## config.mk

```make
export PLATFORM = sky130hd
export DESIGN_NAME = issue_gate
export DESIGN_NICKNAME = d
export VERILOG_FILES = /design/src/rtl/issue_pkg.sv /design/src/rtl/intra_dep.sv /design/src/rtl/res_check.sv /design/src/rtl/issue_gate.sv
export SDC_FILE = /design/constraint.sdc
export NUM_CORES = 1
export LEC_CHECK = 0
export CORE_MARGIN = 2
export CORE_UTILIZATION = 59
export DETAILED_ROUTE_END_ITERATION = 16
export DONT_BUFFER_PORTS = 1
export PLACE_DENSITY = 0.87
export SYNTH_ARGS = -nofsm -noshare
export SYNTH_HDL_FRONTEND = slang
export SYNTH_SLANG_ARGS = --single-unit
export TNS_END_PERCENT = 50
```

## constraint.sdc

```tcl
create_clock -name clk -period 6.4 [get_ports clk]
set_clock_uncertainty 0.05 [all_clocks]
set_input_delay 0.32 -clock clk [delete_from_list [all_inputs] [get_ports clk]]
set_output_delay 0.32 -clock clk [all_outputs]
set_load 0.005 [all_outputs]
```

## src/rtl/issue_pkg.sv

```systemverilog
package issue_pkg;
  parameter int SLOTS = 4;
  parameter int RW    = 3;
  parameter int CLW   = 1;
  parameter int UW    = 2;
  localparam int NREG = 1 << RW;
  localparam int NCLS = 1 << CLW;
  localparam int CW   = $clog2(SLOTS + 1);
  typedef logic [RW-1:0]  reg_t;
  typedef logic [CLW-1:0] cls_t;
endpackage

```

## src/rtl/intra_dep.sv

```systemverilog
module intra_dep import issue_pkg::*; (
  input  logic [SLOTS-1:0] slot_v,
  input  reg_t [SLOTS-1:0] src_a,
  input  reg_t [SLOTS-1:0] src_b,
  input  reg_t [SLOTS-1:0] dst,
  output logic [SLOTS-1:0] ok_mask
);
  logic [SLOTS-1:0] clean;

  // a slot is clean when valid and no earlier slot writes one of its sources
  always_comb begin
    for (int j = 0; j < SLOTS; j++) begin
      clean[j] = slot_v[j];
      for (int i = 0; i < j; i++)
        if (dst[i] == src_a[j] || dst[i] == src_b[j]) clean[j] = 1'b0;
    end
  end

  // leading run of clean slots
  always_comb begin
    logic run;
    run = 1'b1;
    for (int j = 0; j < SLOTS; j++) begin
      run        = run & clean[j];
      ok_mask[j] = run;
    end
  end
endmodule

```

## src/rtl/res_check.sv

```systemverilog
module res_check import issue_pkg::*; (
  input  logic                      clk,
  input  logic                      rst_n,
  input  logic [SLOTS-1:0]          cand,
  input  reg_t [SLOTS-1:0]          src_a,
  input  reg_t [SLOTS-1:0]          src_b,
  input  cls_t [SLOTS-1:0]          cls,
  input  logic [NREG-1:0]           busy,
  input  logic [NCLS-1:0][UW-1:0]   unit_free,
  input  logic                      kill,
  output logic [SLOTS-1:0]          en,
  output logic [CW-1:0]             cnt
);
  logic [SLOTS-1:0] good;

  for (genvar g = 0; g < SLOTS; g++) begin : g_slot
    logic [CW-1:0] same;
    logic          over;
    logic          src_busy;

    always_comb begin
      same = '0;
      for (int k = 0; k <= g; k++)
        if (cls[k] == cls[g]) same = same + CW'(1);
    end

    assign over     = same > CW'(unit_free[cls[g]]);
    assign src_busy = busy[src_a[g]] | busy[src_b[g]];
    assign good[g]  = cand[g] & ~over & ~src_busy;


    busy_src_chk: assert property (@(posedge clk) disable iff (!rst_n)
      en[g] |-> !busy[src_a[g]] && !busy[src_b[g]]);

    intra_ok_chk: assert property (@(posedge clk) disable iff (!rst_n)
      en[g] |-> cand[g]);
  end

  // in-order prefix and count
  always_comb begin
    logic run;
    run = ~kill;
    cnt = '0;
    for (int j = 0; j < SLOTS; j++) begin
      run   = run & good[j];
      en[j] = run;
      cnt   = cnt + CW'(run);
    end
  end

  for (genvar c = 0; c < NCLS; c++) begin : g_cls
    logic [SLOTS-1:0] in_c;
    always_comb
      for (int j = 0; j < SLOTS; j++) in_c[j] = (cls[j] == cls_t'(c));

    unit_limit_chk: assert property (@(posedge clk) disable iff (!rst_n)
      $countones(en & in_c) <= int'(unit_free[c]));
  end
endmodule

```

## src/rtl/issue_gate.sv

```systemverilog
module issue_gate import issue_pkg::*; (
  input  logic                          clk,
  input  logic                          rst_n,
  input  logic                          flush,
  input  logic                          in_valid,
  output logic                          in_ready,
  input  logic [SLOTS-1:0]              in_slot_v,
  input  logic [SLOTS-1:0][RW-1:0]      in_src_a,
  input  logic [SLOTS-1:0][RW-1:0]      in_src_b,
  input  logic [SLOTS-1:0][RW-1:0]      in_dst,
  input  logic [SLOTS-1:0][CLW-1:0]     in_cls,
  input  logic [NREG-1:0]               busy,
  input  logic [NCLS-1:0][UW-1:0]       unit_free,
  output logic [SLOTS-1:0]              issue_en,
  output logic [CW-1:0]                 issue_cnt
);
  // stage 1: raw packet
  logic [SLOTS-1:0] s1_v;
  reg_t [SLOTS-1:0] s1_ra, s1_rb, s1_rd;
  cls_t [SLOTS-1:0] s1_cl;
  logic [SLOTS-1:0] s1_ok;
  // stage 2: packet under check, with registered intra-packet result
  logic [SLOTS-1:0] s2_v, s2_ok;
  reg_t [SLOTS-1:0] s2_ra, s2_rb, s2_rd;
  cls_t [SLOTS-1:0] s2_cl;
  // leftover after this cycle's issue
  logic [SLOTS-1:0] sh_v, sh_ok;
  reg_t [SLOTS-1:0] sh_ra, sh_rb, sh_rd;
  cls_t [SLOTS-1:0] sh_cl;
  logic             s2_take;

  intra_dep u_dep_new (
    .slot_v (s1_v), .src_a (s1_ra), .src_b (s1_rb), .dst (s1_rd),
    .ok_mask(s1_ok)
  );

  res_check u_res (
    .clk (clk), .rst_n (rst_n), .cand (s2_ok),
    .src_a (s2_ra), .src_b (s2_rb), .cls (s2_cl),
    .busy (busy), .unit_free (unit_free), .kill (flush),
    .en (issue_en), .cnt (issue_cnt)
  );

  always_comb begin
    sh_v = '0; sh_ra = '0; sh_rb = '0; sh_rd = '0; sh_cl = '0;
    for (int j = 0; j < SLOTS; j++)
      for (int k = 0; k < SLOTS; k++)
        if (k == j + int'(issue_cnt)) begin
          sh_v[j]  = s2_v[k];
          sh_ra[j] = s2_ra[k];
          sh_rb[j] = s2_rb[k];
          sh_rd[j] = s2_rd[k];
          sh_cl[j] = s2_cl[k];
        end
  end

  intra_dep u_dep_left (
    .slot_v (sh_v), .src_a (sh_ra), .src_b (sh_rb), .dst (sh_rd),
    .ok_mask(sh_ok)
  );

  assign s2_take  = (issue_en == s2_v);
  assign in_ready = !flush && (s1_v == '0 || s2_take);

  always_ff @(posedge clk) begin
    if (!rst_n || flush) begin
      s1_v <= '0; s2_v <= '0; s2_ok <= '0;
    end else begin
      if (s2_take) begin
        s2_v <= s1_v;   s2_ok <= s1_ok;
        s2_ra <= s1_ra; s2_rb <= s1_rb; s2_rd <= s1_rd; s2_cl <= s1_cl;
      end else begin
        s2_v <= sh_v;   s2_ok <= sh_ok;
        s2_ra <= sh_ra; s2_rb <= sh_rb; s2_rd <= sh_rd; s2_cl <= sh_cl;
      end
      if (in_valid && in_ready) begin
        s1_v <= in_slot_v;
        s1_ra <= in_src_a; s1_rb <= in_src_b; s1_rd <= in_dst; s1_cl <= in_cls;
      end else if (s2_take) begin
        s1_v <= '0;
      end
    end
  end


  flush_quiet_chk: assert property (@(posedge clk) disable iff (!rst_n)
    flush |=> issue_cnt == '0);

  left_shift_chk: assert property (@(posedge clk) disable iff (!rst_n)
    (!flush && issue_cnt != '0 && issue_en != s2_v) |=>
      s2_v == ($past(s2_v) >> $past(issue_cnt)));

  s1_hold_chk: assert property (@(posedge clk) disable iff (!rst_n)
    (s1_v != '0 && !s2_take && !flush) |=>
      $stable(s1_v) && $stable(s1_ra) && $stable(s1_rb) && $stable(s1_rd));

  en_subset_chk: assert property (@(posedge clk) disable iff (!rst_n)
    (issue_en & ~s2_v) == '0);
endmodule

```

---- Word-level counts from Yosys, hierarchy flattened ----
Cells that the tools add are included.
word-level totals
  register bits after elaboration ......... 92
  word-level logic and storage cells ...... 300
  latch bits .............................. 0
  RAM bits ................................ 0
  output and inout bits ................... 8
  memories ................................ 0
  memory bits (read-only) ................. 0
cells by class
  mux-type cells .......................... 129
  shift operators ......................... 0
  order comparisons ....................... 16
  bitwise operators ....................... 32
  equality and inequality tests ........... 47
  reduce and logical (&&, ||, !) cells .... 29
  multiply operators ...................... 0
  $add $sub $neg .......................... 12
  divide/modulo/power cells ............... 0
operators by type and width
  kind                   count
  $mux W3                50
  $logic_not A32 Y1      4
  $eq A2 B32 Y1 const A  3
  $eq A3 B32 Y1 const A  3
  $eq A3 B3 Y1           24
  $mux W1                55
  $mux W12               3
  $lt A3 B4 Y1 const B   8
  $bmux W1 S3            8
  $mux W4                5
  $and A1 B1 Y1          18
  $mux W2                8
  $add A3 B1 Y3 const B  5
  $logic_or A1 B1 Y1     14
  $eq A2 B4 Y1 const A   3
  $not A1 Y1             10
  $reduce_and A2 Y1      5
  $gt A3 B2 Y1           3
  $add A2 B3 Y4 const A  2
  $lt A1 B2 Y1 const B   4
  $add A3 B1 Y3          2
  $eq A1 B1 Y1           6
  $eq A3 B3 Y1 const A   2
  $ne A5 B2 Y1 const B   1
  other kinds (14)       19

---- Logic depth before layout (Yosys ltp) ----
Gate-level depths: netlist of run 1.
  depth after elaboration ................. 26
  depth in mapped cells ................... 27
  depth with buffers taken out ............ 26

---- By module ----
Synthesis of run 1 repeated with hierarchy kept, for this count alone.
second synthesis, totals
  cell total of the unflattened synthesis .. 591
  area total of the unflattened synthesis .. 6344.8 um2
modules (own cells, without submodules)
  module      area each (um2)  sequential area each (um2)  cells each  instances
  issue_gate  4494.3           2642.5                      392         1
  intra_dep   481.7            0.0                         56          2
  res_check   887.1            0.0                         87          1

---- Worst setup path after synthesis of run 1 ----
No wires, ideal clock.
  kind .................................... register -> register
  start point ............................. reg s2_cl[1] (netlist name)
  end point ............................... reg s2_ok[3]
  setup time .............................. 0.087 ns
  arrival ................................. 5.849 ns
  path slack .............................. 0.414 ns
  period minus slack after synthesis ...... 5.986 ns
  stages on the path, launching flop included .. 23
  cell sequence ........................... edfxtp_1 clkbuf_1 mux2_2 ha_1 and2b_2 a2bb2oi_1 nor4_1 nor2_1 clkbuf_1 clkbuf_1 inv_1 fa_1 inv_1 ha_1 nor2b_1 ha_1 dlygate4sd3_1 o31ai_1 nor2_1 xnor2_1 a311oi_2 nand4_1 o31ai_1
on the way
  cells in the longest elaborated chain, start to end .. 24
  elaborated cells on any way between the ends .. 131
  classes of those cells .................. add/sub (10); order compare (3); eq/ne (28); mux (65); bitwise (15); reduce/logical (10)
ends and longest elaborated chain
  element                                                 line                              RTL
  start: declaration                                      issue_gate.sv:25                  cls_t [SLOTS-1:0] s2_cl;
  start signal: assignment                                issue_gate.sv:71                  s2_ra <= s1_ra; s2_rb <= s1_rb; s2_rd <= s1_rd; s2_cl <= s1_cl;
  start signal: assignment                                issue_gate.sv:74                  s2_ra <= sh_ra; s2_rb <= sh_rb; s2_rd <= sh_rd; s2_cl <= sh_cl;
  $eq A1 B1 Y1                                            res_check.sv:24                   if (cls[k] == cls[g]) same = same + CW'(1);
  $mux W3 or $mux W1 (tied branches)                      res_check.sv:24
  $add A3 B1 Y3 or $add A1 B1 Y2 (tied branches)          res_check.sv:24
  $mux W3 or $gt A3 B2 Y1 (tied branches)                 res_check.sv:24, res_check.sv:27
  $add A3 B1 Y3 or $not A1 Y1 (tied branches)             res_check.sv:24, res_check.sv:29
  $gt A3 B2 Y1 or $and A1 B1 Y1 (tied branches)           res_check.sv:27, res_check.sv:29
  $not A1 Y1 or $and A1 B1 Y1 (tied branches)             res_check.sv:29                   assign good[g] = cand[g] & ~over & ~src_busy;
  $and A1 B1 Y1 (on tied branches)                        res_check.sv:29, res_check.sv:45
  [... 3 more ...]                                        n/a
  net issue_cnt[1]                                        issue_gate.sv:15                  output logic [CW-1:0] issue_cnt
  [... 1 more ...]                                        n/a
  $logic_not A32 Y1                                       issue_gate.sv:48                  if (k == j + int'(issue_cnt)) begin
  $mux W3 (4 in series)                                   issue_gate.sv:48
  $eq A3 B3 Y1                                            intra_dep.sv:15                   if (dst[i] == src_a[j] || dst[i] == src_b[j]) clean[j] = 1'b0;
  $logic_or A1 B1 Y1                                      intra_dep.sv:15
  $mux W1                                                 intra_dep.sv:15
  $and A1 B1 Y1 or $mux W1 (tied branches) (2 in series)  intra_dep.sv:24, intra_dep.sv:15
  $and A1 B1 Y1 (*)                                       intra_dep.sv:24                   run = run & clean[j];
  $mux W4 (*)                                             issue_gate.sv:69                  if (s2_take) begin
  end signal: assignment                                  issue_gate.sv:70                  s2_v <= s1_v; s2_ok <= s1_ok;
  end signal: assignment                                  issue_gate.sv:73                  s2_v <= sh_v; s2_ok <= sh_ok;
  end: declaration                                        issue_gate.sv:23                  logic [SLOTS-1:0] s2_v, s2_ok;
Mark *: on every way through the listed nets, which the timed path passes. The rest lies on a longest branch. The select of a mux whose other input is x is not followed.
A chain may end at the register's enable or synchronous reset.

---- Worst setup path in the final report of run 1 ----
  start point ............................. reg s2_cl[3] (netlist name)
  end point ............................... reg s2_ok[3]
on the way
  cells in the longest elaborated chain, start to end .. 26
  elaborated cells on any way between the ends .. 117
  classes of those cells .................. add/sub (7); order compare (1); eq/ne (28); mux (64); bitwise (7); reduce/logical (10)
ends and longest elaborated chain
  element                                                 line                              RTL
  $eq A1 B1 Y1                                            res_check.sv:24
  $mux W1                                                 res_check.sv:24
  $add A3 B1 Y3                                           res_check.sv:24
  $mux W3                                                 res_check.sv:24
  $add A3 B1 Y3                                           res_check.sv:24
  $mux W3                                                 res_check.sv:24
  $add A3 B1 Y3                                           res_check.sv:24
  $gt A3 B2 Y1 (*)                                        res_check.sv:27                   assign over = same > CW'(unit_free[cls[g]]);
  [... 5 more ...]                                        n/a
  net issue_cnt[1]                                        issue_gate.sv:15
  [... 1 more ...]                                        n/a
  $logic_not A32 Y1                                       issue_gate.sv:48
  $mux W3 (4 in series)                                   issue_gate.sv:48
  $eq A3 B3 Y1                                            intra_dep.sv:15
  $logic_or A1 B1 Y1                                      intra_dep.sv:15
  $mux W1                                                 intra_dep.sv:15
  $and A1 B1 Y1 or $mux W1 (tied branches) (2 in series)  intra_dep.sv:24, intra_dep.sv:15
  $and A1 B1 Y1 (*)                                       intra_dep.sv:24
  $mux W4 (*)                                             issue_gate.sv:69
Marked as above.

==> run metrics, run 1 <==
min-delay src=in_valid; # IOs=68; Min Hold Slack=0.0508 ns; Reg-to-Reg End=s2_ok[3]$_SDFF_PN0_; GRT Total Usage=31.6%; sw frac=27.3%; worst endpoint data arrival time=6.23 ns; worst-path cell chain=xor2_1, inv_1, ha_1, xnor2_1, ha_1, ha_1, nor2b_1, o21ai_0, nand4_1, nor3_2, nand2_1, fa_1, inv_1, ha_2, nor2b_2, ha_2, and3_4, a211oi_1, o31a_1, xnor2_1, a311oi_2, nand4_1, o31ai_1; clock tree root buffer cell=clkbuf_8; DR vias/cell=6.69; synthesized instance count=617; FP Rows=37; largest family of logic cells by synthesized area=compound AO/OA/AOI/OAI gates; vias in the first global route=5220; largest area contributor in the netlist=edfxtp_1; most common library cells after synthesis=edfxtp_1, nand2_1, a21oi_1, nor2_1, xnor2_1; post-DR wirelength/cell=22.6 um; number of synthesized flops with an enable pin=80; final worst setup slack=0.395 ns; final hold violations=0; Fillers=750; adder-cell share of the synthesized area=2.71%; sequential fraction of design power=55.9%; Fmax=167 MHz; met2 WL=8680 um; Max stage delay on crit path=0.54 ns; Place WS=-0.0485 ns; Worst VDD drop=213 uV; Synth area leaders=edfxtp_1, xnor2_1, mux4_2, mux2_2, xor2_1; Endpoint, Worst Hold=s1_v[3]$_SDFFE_PN0P_; leakage power=2.39 nW; chip width=107 um; PD cells=178 nW/um^2; DRC errors left=0; vias=5235; H-tree levels=3; Initial Utilization=60.8%; status=completed; Setup violations, final=0; CTS clk-pin slew, worst paths=0.10 ns; Least-Margin Pin Slew=0.997 ns; number of port buffers=0; routed wl met3=1690 um; Yosys reg bits=91; fin nets=714; Required @ worst endpoint=6.63 ns; CTS tree=built; Worst-Skew Late Latency=0.37 ns; largest net degree at the start of global routing=82; Crit path buffers/inverters=2; First-pass DRT Iterations=5; WL met1=6780 um; initial antenna violation count=0; DP Wirelength=12200 um; Synth Net Count=690; reg-to-reg startpoint=s2_cl[3]$_DFFE_PP_; RSZ-0062 raised after global routing=false; relative slew slack=33.2%; Int Power=0.910 mW; fraction of layout cells with a size suffix above 1=15.2%; first-pass GRT wire length=27600 um; CP delay by family, top=adder cells; most frequent cell after synthesis=edfxtp_1; Area Growth Syn to Fin=12.4%; highest metal used=met4; fin util=68.3%; Routed WL=17700 um; post-synthesis mux area share=11.0%; area share of the largest cell type after synthesis=38.3%; Area after DPL=6340 um^2; CP Class=reg -> reg; CP dominant cell by count=ha_1; DIE AREA=11500 um^2; PnR Total Power=1.25 mW; ANT cells=0; total grt overflow=0; Die Y-Extent=107 um; total CTS buffers=9; Syn. warnings=0; reg2reg setup slack=0.40 ns; post-synth cell types=72; crit path max-delay cell type=edfxtp_1; final period utilization=93.8%; post-synthesis sequential area ratio=41.8%; Post-Syn Area=6270 um^2; Clk pwr share=29.3%; synthesized area per cell=10.2 um^2; Hold Crit Depth=2; Placeable Area=10300 um^2; combinational fraction of design power=14.8%; Startpoint Class=flip-flop; Clock Sink Count=91; gpl congestion=1.00; ANT nets after route=0; crit path max fanout=11; simple-gate share of the synthesized area=13.4%; Synth Area in Compound Gates=17.3%; Clock Path Buffers=2; R2R depth=23; Post-synth ARST share=0%; max-slew violation count=0; CP Capture Type=flip-flop; xor-xnor portion of the synthesized cell area=9.08%; Main synth FF type=edfxtp_1; Switch Pwr=0.342 mW; fin crit period=6.00 ns; design area=7050 um^2; max_cap viols=0; Initial DRC Count=709; Hold Crit Class=in -> reg
[registers in the layout, indices dropped and copies added (netlist names)]
register  flops
s2_rb        12
s1_cl         4
s1_rb        12
s1_ra        12
s2_cl         4
s2_rd        12
s2_v          4
s1_v          4
s1_rd        12
s2_ra        12
s2_ok         3
[layout make-up]
cell class	count	area, um^2	area share, %
Tap cell	136	170	2.41
Multi-Input combinational cell	453	3450	48.9
Inverter	29	109	1.54
Sequential cell	91	2620	37.2
Timing Repair Buffer	57	528	7.49
Clock inverter	6	48.8	0.692
Clock buffer	10	128	1.81
[kinds of logic (layout without fill, tap and decap cells)]
kind of cell | after synthesis | count (layout)
buf+inv | 73 | 102
fa+ha+maj | 13 | 13
flops | 91 | 91
simple gates | 169 | 169
xor+xnor | 65 | 65
compound gates | 158 | 158
mux | 48 | 48
[cell usage in the layout, fill, tap and decap left out, types with 24 or more instances in the layout]
cell type / count
nor2_1: 37
xnor2_1: 38
xor2_1: 27
nand2_1: 41
a21oi_1: 39
edfxtp_1: 80
dlygate4sd3_1: 40
inv_1: 28
o21ai_0: 35
mux2_2: 24
[power groups by stage]
| stage | registers (mW) | logic [mW] | clock network [mW] |
|---|---|---|---|
| final | 0.700 | 0.186 | 0.366 |
| after global routing | 0.702 | 0.204 | 0.393 |
| after CTS | 0.698 | 0.177 | 0.368 |
| after detailed placement | 0.712 | 0.158 | 0 |
| after global placement | 0.711 | 0.149 | 0 |
| after floorplan | 0.694 | 0.134 | 0 |
[how the worst max path moves through the flow]
stage                                   from             endpoint  cells after the start
after floorplan           s2_cl[1]$_DFFE_PP_  s2_ok[3]$_SDFF_PN0_                     22
after global placement    s2_cl[1]$_DFFE_PP_  s2_ok[3]$_SDFF_PN0_                     23
after detailed placement  s2_cl[1]$_DFFE_PP_  s2_ok[3]$_SDFF_PN0_                     23
after CTS                 s2_cl[1]$_DFFE_PP_  s2_ok[3]$_SDFF_PN0_                     24
after global routing      s2_cl[3]$_DFFE_PP_  s2_ok[3]$_SDFF_PN0_                     23
final                     s2_cl[3]$_DFFE_PP_  s2_ok[3]$_SDFF_PN0_                     23
[routing by layer]
layer,vias up,track usage [%]
li1,2371,-
met1,2518,38.6
met2,288,53.9
met3,58,7.66
met4,0,12.2
met5,-,0
[stage by stage]
| step | std cells | setup TNS (ns) |
|---|---|---|
| 2_1_floorplan | 617 | 0 |
| 3_3_place_gp | 719 | 0 |
| 3_5_place_dp | 719 | -0.0485 |
| 4_1_cts | 775 | 0 |
| 5_1_grt | 782 | 0 |
| 6_report | 782 | 0 |
[repair_timing]
action                                 4_1_cts  5_1_grt
pin swaps                                    0        1
setup endpoints to repair                    1        3
hold buffers                                40        0
endpoints found under the hold margin       40        0
resized for setup                            1       17
buffers inserted                             0        7
cloned                                       0        0
[worst register-to-register path: cells and delay by family, from the launching register on]
kind | cells | cell delay [ns]
flip-flops | 1 | 0.54
buffers and inverters | 2 | 0.15
XOR/XNOR | 3 | 0.67
AO/OA/AOI/OAI | 5 | 1.20
AND/OR/NAND/NOR | 7 | 1.26
adder cells (fa/ha/maj) | 6 | 2.03
Power figures use the tool's default switching activity.
==> inputs of run 2 (changes only) <==
- CORE_UTILIZATION: 59 -> 60
- PLACE_DENSITY: 0.87 -> 0.85
- clock period: 6.4 -> 7.4 ns (I/O delays scaled with it)
==> run metrics, run 2 (synthesis gave the netlist of run 1 again) <==
clock tree root buffer cell=clkbuf_8; Clock Sink Count=91 (unchanged); PnR Total Power=1.03 mW (-18%); post-DR wirelength/cell=22.2 um (-1.7%); max_cap viols=0 (unchanged); CTS clk-pin slew, worst paths=0.09 ns (about the same); fraction of layout cells with a size suffix above 1=11.8% (-3.4 points); Placeable Area=10200 um^2 (-0.90%); worst-path cell chain=xor2_1, inv_1, ha_1, xnor2_1, ha_1, ha_1, nor2b_1, o21ai_0, nand4_1, nor3_1, nand2_1, fa_1, inv_1, ha_1, nor2b_1, ha_1, o31a_1, nand2_1, o21ai_0, a21oi_2, xnor2_1, a311oi_2, nand4_1, o31ai_1; worst endpoint data arrival time=6.71 ns (+0.48 ns); RSZ-0062 raised after global routing=false; Hold Crit Class=in -> reg; gpl congestion=0.953 (-5.0%); Least-Margin Pin Slew=1.07 ns (+0.0735 ns); CTS Hold Bufs=0 (-100%); cell count after placement=714 (-0.70%); ANT cells=0 (unchanged); CP Capture Type=flip-flop; crit path max fanout=25 (+14); M1 GR Usage=39.3% (+0.68 points); Worst-Skew Late Latency=0.37 ns (about the same); ANT nets after route=0 (unchanged); Startpoint Class=flip-flop; Area Growth Syn to Fin=3.05%; # IOs=68 (unchanged); final period utilization=87.6% (-6.3 points); largest net degree at the start of global routing=82 (unchanged); DIE AREA=11300 um^2 (-1.6%); post-CTS resize count=0 (-1); vias=4993 (-4.6%); H-tree levels=3 (unchanged); Clock Path Buffers=2 (unchanged); final cell count without fillers=730 (-6.6%); status=completed; Max stage delay on crit path=0.71 ns (+0.17 ns); vias in the first global route=4868 (-6.7%); fin crit period=6.48 ns (+0.476 ns); GR Layer Usage met3=6.32% (-1.3 points); design area=6460 um^2 (-8.4%); fin nets=662 (-7.3%); Initial DRC Count=593 (-16%); chip width=106 um (-0.80%); setup TNS=0 ns (unchanged); Post-CTS Setup Repair Bufs=0 (unchanged); Initial Utilization=61.3% (+0.55 points); initial antenna violation count=0 (unchanged); Setup violations, final=0 (unchanged); Fmax=154 MHz (-7.3%); DR vias/cell=6.84 (+2.2%); Required @ worst endpoint=7.63 ns (+1.00 ns); fin util=63.2% (-5.1 points); GRT Total Usage=29.8% (-1.8 points); CTS tree=built; total grt overflow=0 (unchanged); max-slew violation count=0 (unchanged); first-pass GRT wire length=25800 um (-6.7%); leading cell type in the layout, fill and taps excluded=edfxtp_1; DP Wirelength=11800 um (-3.7%); leakage power=2.15 nW (-10%); Die Y-Extent=106 um (-0.80%); FP Rows=37 (unchanged); total CTS buffers=9 (unchanged); PD cells=159 nW/um^2 (-10%); CP dominant cell by count=ha_1; DRC errors left=0 (unchanged); crit path max-delay cell type=ha_1; CP Class=reg -> reg; First-pass DRT Iterations=5 (unchanged); CP delay by family, top=adder cells; Min Hold Slack=0.0396 ns (-0.0111 ns); Place WS=0.950 ns (+0.998 ns); Worst VDD drop=148 uV (-30%); relative slew slack=28.3% (-4.9 points); number of port buffers=0 (unchanged); met2 Track Usage GR=48.7% (-5.2 points); Routed WL=16200 um (-8.2%); Area after DPL=6300 um^2 (-0.59%); final hold violations=0 (unchanged); commonest cells after routing, fill and taps aside=edfxtp_1, nand2_1, a21oi_1, nor2_1, xnor2_1; reg2reg setup slack=0.92 ns (+0.52 ns); Crit path buffers/inverters=2 (unchanged); final worst setup slack=0.920 ns (+0.524 ns); layer with the highest usage=met2
==> run 2: changes by cell type in the layout (fill, tap and decap cells not counted), sizes merged <==
| cell | change |
|---|---|
| clkinvlp | +2 |
| inv | -3 |
| buf | -12 |
| clkinv | +1 |
| dlygate4sd3 | -40 |
==> run 2: routing by layer <==
metal / wire, um / up-vias
met5: 0 / -
met4: 392 / 0
met3: 1570 / 42
met2: 7820 / 263
met1: 6450 / 2416
li1: - / 2272
==> run 2: final cells by class <==
| class | count | area (um^2) |
|---|---|---|
| clock buffer | 10 | 128 |
| clock inverter | 6 | 32.5 |
| fill | 808 | 3770 |
| inverter | 29 | 109 |
| multi-input combinational | 453 | 3360 |
| sequential | 91 | 2620 |
| tap | 136 | 170 |
| timing repair buffer | 5 | 37.5 |
==> run 2: path summary, 6_finish.rpt <==
path                             start              endpoint  depth (start not counted)
hold / removal             in_src_a[1]    s1_ra[1]$_DFFE_PP_                          0
hold reg to reg   s1_v[2]$_SDFFE_PN0P_  s1_v[2]$_SDFFE_PN0P_                          2
setup / recovery    s2_cl[1]$_DFFE_PP_   s2_ok[3]$_SDFF_PN0_                         24
setup reg to reg    s2_cl[1]$_DFFE_PP_   s2_ok[3]$_SDFF_PN0_                         24
==> run 2: power by group <==
part	internal [mW]	leakage (nW)	switching, mW	total (mW)
registers	0.580	0.831	0.0301	0.610
logic	0.0628	1.24	0.0687	0.131
clock network	0.119	0.0771	0.171	0.289
==> inputs of run 3 (changes only) <==
- CTS_BUF_LIST: unset -> sky130_fd_sc_hd__clkbuf_4 sky130_fd_sc_hd__clkbuf_8 sky130_fd_sc_hd__clkbuf_16
==> run metrics, run 3 (synthesis gave the netlist of run 1 again) <==
status=completed; worst endpoint data arrival time=6.71 ns (about the same); relative slew slack=28.3% (unchanged); Required @ worst endpoint=7.63 ns (about the same); Least-Margin Pin Slew=1.07 ns (-0.000000119 ns); DR vias/cell=6.84 (about the same); CTS tree=built; sequential fraction of design power=59.0% (-0.2 points); initial antenna violation count=0 (unchanged); fin nets=662 (unchanged); clock tree root buffer cell=clkbuf_8; Fmax=154 MHz (about the same); FP Rows=37 (unchanged); gpl congestion=0.953 (unchanged); Int Power=0.765 mW (+0.48%); commonest cells after routing, fill and taps aside=edfxtp_1, nand2_1, a21oi_1, nor2_1, xnor2_1; Setup violations, final=0 (unchanged); post-DR wirelength/cell=22.2 um (about the same); crit path max fanout=25 (unchanged); Clock Path Buffers=2 (unchanged); Min Hold Slack=0.0396 ns (-0.000000600 ns); fin util=63.2% (about the same); largest net degree at the start of global routing=82 (unchanged); worst-path cell chain=xor2_1, inv_1, ha_1, xnor2_1, ha_1, ha_1, nor2b_1, o21ai_0, nand4_1, nor3_1, nand2_1, fa_1, inv_1, ha_1, nor2b_1, ha_1, o31a_1, nand2_1, o21ai_0, a21oi_2, xnor2_1, a311oi_2, nand4_1, o31ai_1; total CTS buffers=9 (unchanged); R2R depth=24 (unchanged); Hold Crit Depth=0 (unchanged); fraction of layout cells with a size suffix above 1=12.0% (+0.17 points); cell count after placement=714 (unchanged); Placeable Area=10200 um^2 (unchanged); First-pass DRT Iterations=5 (unchanged); Post-CTS Setup Repair Bufs=0 (unchanged); Area Growth Syn to Fin=3.11% (about the same); DIE AREA=11300 um^2 (unchanged); ANT nets after route=0 (unchanged); sw frac=26.1% (-0.078 points); Crit path buffers/inverters=2 (unchanged); Max stage delay on crit path=0.71 ns (about the same); leakage power=2.15 nW (+0.16%); Clk pwr share=28.3% (+0.2 points); setup TNS=0 ns (unchanged); CTS Hold Bufs=0 (unchanged); RSZ-0062 raised after global routing=false; Critical Path Stages=24 (unchanged); final cell count without fillers=730 (unchanged); final period utilization=87.6% (about the same); GRT Total Usage=29.8% (unchanged); # IOs=68 (unchanged); chip width=106 um (unchanged); vias=4992 (-0.020%); Startpoint Class=flip-flop; first-pass GRT wire length=25800 um (unchanged); CP dominant cell by count=ha_1; post-CTS resize count=0 (unchanged); CP delay by family, top=adder cells; max_cap viols=0 (unchanged); DRC errors left=0 (unchanged); ANT cells=0 (unchanged); CP Capture Type=flip-flop; number of port buffers=0 (unchanged); Hold Crit Class=in -> reg; CTS clk-pin slew, worst paths=0.09 ns (about the same); Die Y-Extent=106 um (unchanged); vias in the first global route=4868 (unchanged); Worst VDD drop=148 uV (about the same); Initial DRC Count=593 (unchanged); H-tree levels=3 (unchanged); PnR Total Power=1.03 mW (+0.38%); Routed WL=16200 um (about the same); crit path max-delay cell type=ha_1; CP Class=reg -> reg; Initial Utilization=61.3% (unchanged); Clock Sink Count=91 (unchanged); PD cells=160 nW/um^2 (+0.32%); DP Wirelength=11800 um (unchanged); Fillers=807 (-0.12%); max-slew violation count=0 (unchanged); Worst-Skew Late Latency=0.37 ns (about the same); total grt overflow=0 (unchanged); leading cell type in the layout, fill and taps excluded=edfxtp_1; final hold violations=0 (unchanged); combinational fraction of design power=12.7% (about the same); Switch Pwr=0.270 mW (about the same); fin crit period=6.48 ns (+0.00144 ns)
run 3: cell count changes in the layout (fill, tap and decap cells not counted):
| cell | delta |
|---|---|
| clkbuf_1 | -1 |
| clkbuf_4 | +1 |
run 3: stage by stage:
stage | setup slack [ns] | cell area, um^2
after floorplan | 1.41 | 6270
after global placement | 1.35 | 6300
after detailed placement | 0.950 | 6300
after CTS | 0.948 | 6470
after global routing | 0.398 | 6470
final | 0.918 | 6470
run 3: worst reg2reg max path: cells and delay by family, from the launching register on:
family,cells,cell delay (ns)
and+or+nand+nor,7,1.16
xor gates and xnor gates,3,0.69
DFF,1,0.55
buffers and inverters,2,0.12
adders and majority gates,6,2.22
AOI/OAI and AO/OA,6,1.60
run 3: cell type report:
class / instances / area (um^2) / area share [%]
Inverter: 29 / 109 / 1.68
Clock inverter: 6 / 32.5 / 0.503
Multi-Input combinational cell: 453 / 3360 / 52.0
Tap cell: 136 / 170 / 2.63
Sequential cell: 91 / 2620 / 40.5
Clock buffer: 10 / 131 / 2.03
Timing Repair Buffer: 5 / 37.5 / 0.580
run 3: path summary, 6_finish.rpt:
kind	start	to	slack (ns)
max	s2_cl[1]$_DFFE_PP_	s2_ok[3]$_SDFF_PN0_	0.92
min	in_src_a[1]	s1_ra[1]$_DFFE_PP_	0.04
max reg2reg	s2_cl[1]$_DFFE_PP_	s2_ok[3]$_SDFF_PN0_	0.92
min reg2reg	s1_v[2]$_SDFFE_PN0P_	s1_v[2]$_SDFFE_PN0P_	0.44
run 3: power by group through the flow:
stage / Clock, mW / Combinational (mW) / Sequential [mW]
after floorplan: 0 / 0.116 / 0.601
after global placement: 0 / 0.124 / 0.619
after detailed placement: 0 / 0.130 / 0.620
after CTS: 0.298 / 0.131 / 0.608
after global routing: 0.317 / 0.146 / 0.611
final: 0.293 / 0.131 / 0.610
run 3: metal layers:
| layer | wire length, um | track usage (%) |
|---|---|---|
| met1 | 6450 | 39.3 |
| met2 | 7820 | 48.7 |
| met3 | 1570 | 6.32 |
| met4 | 392 | 10.8 |
| met5 | 0 | 0 |
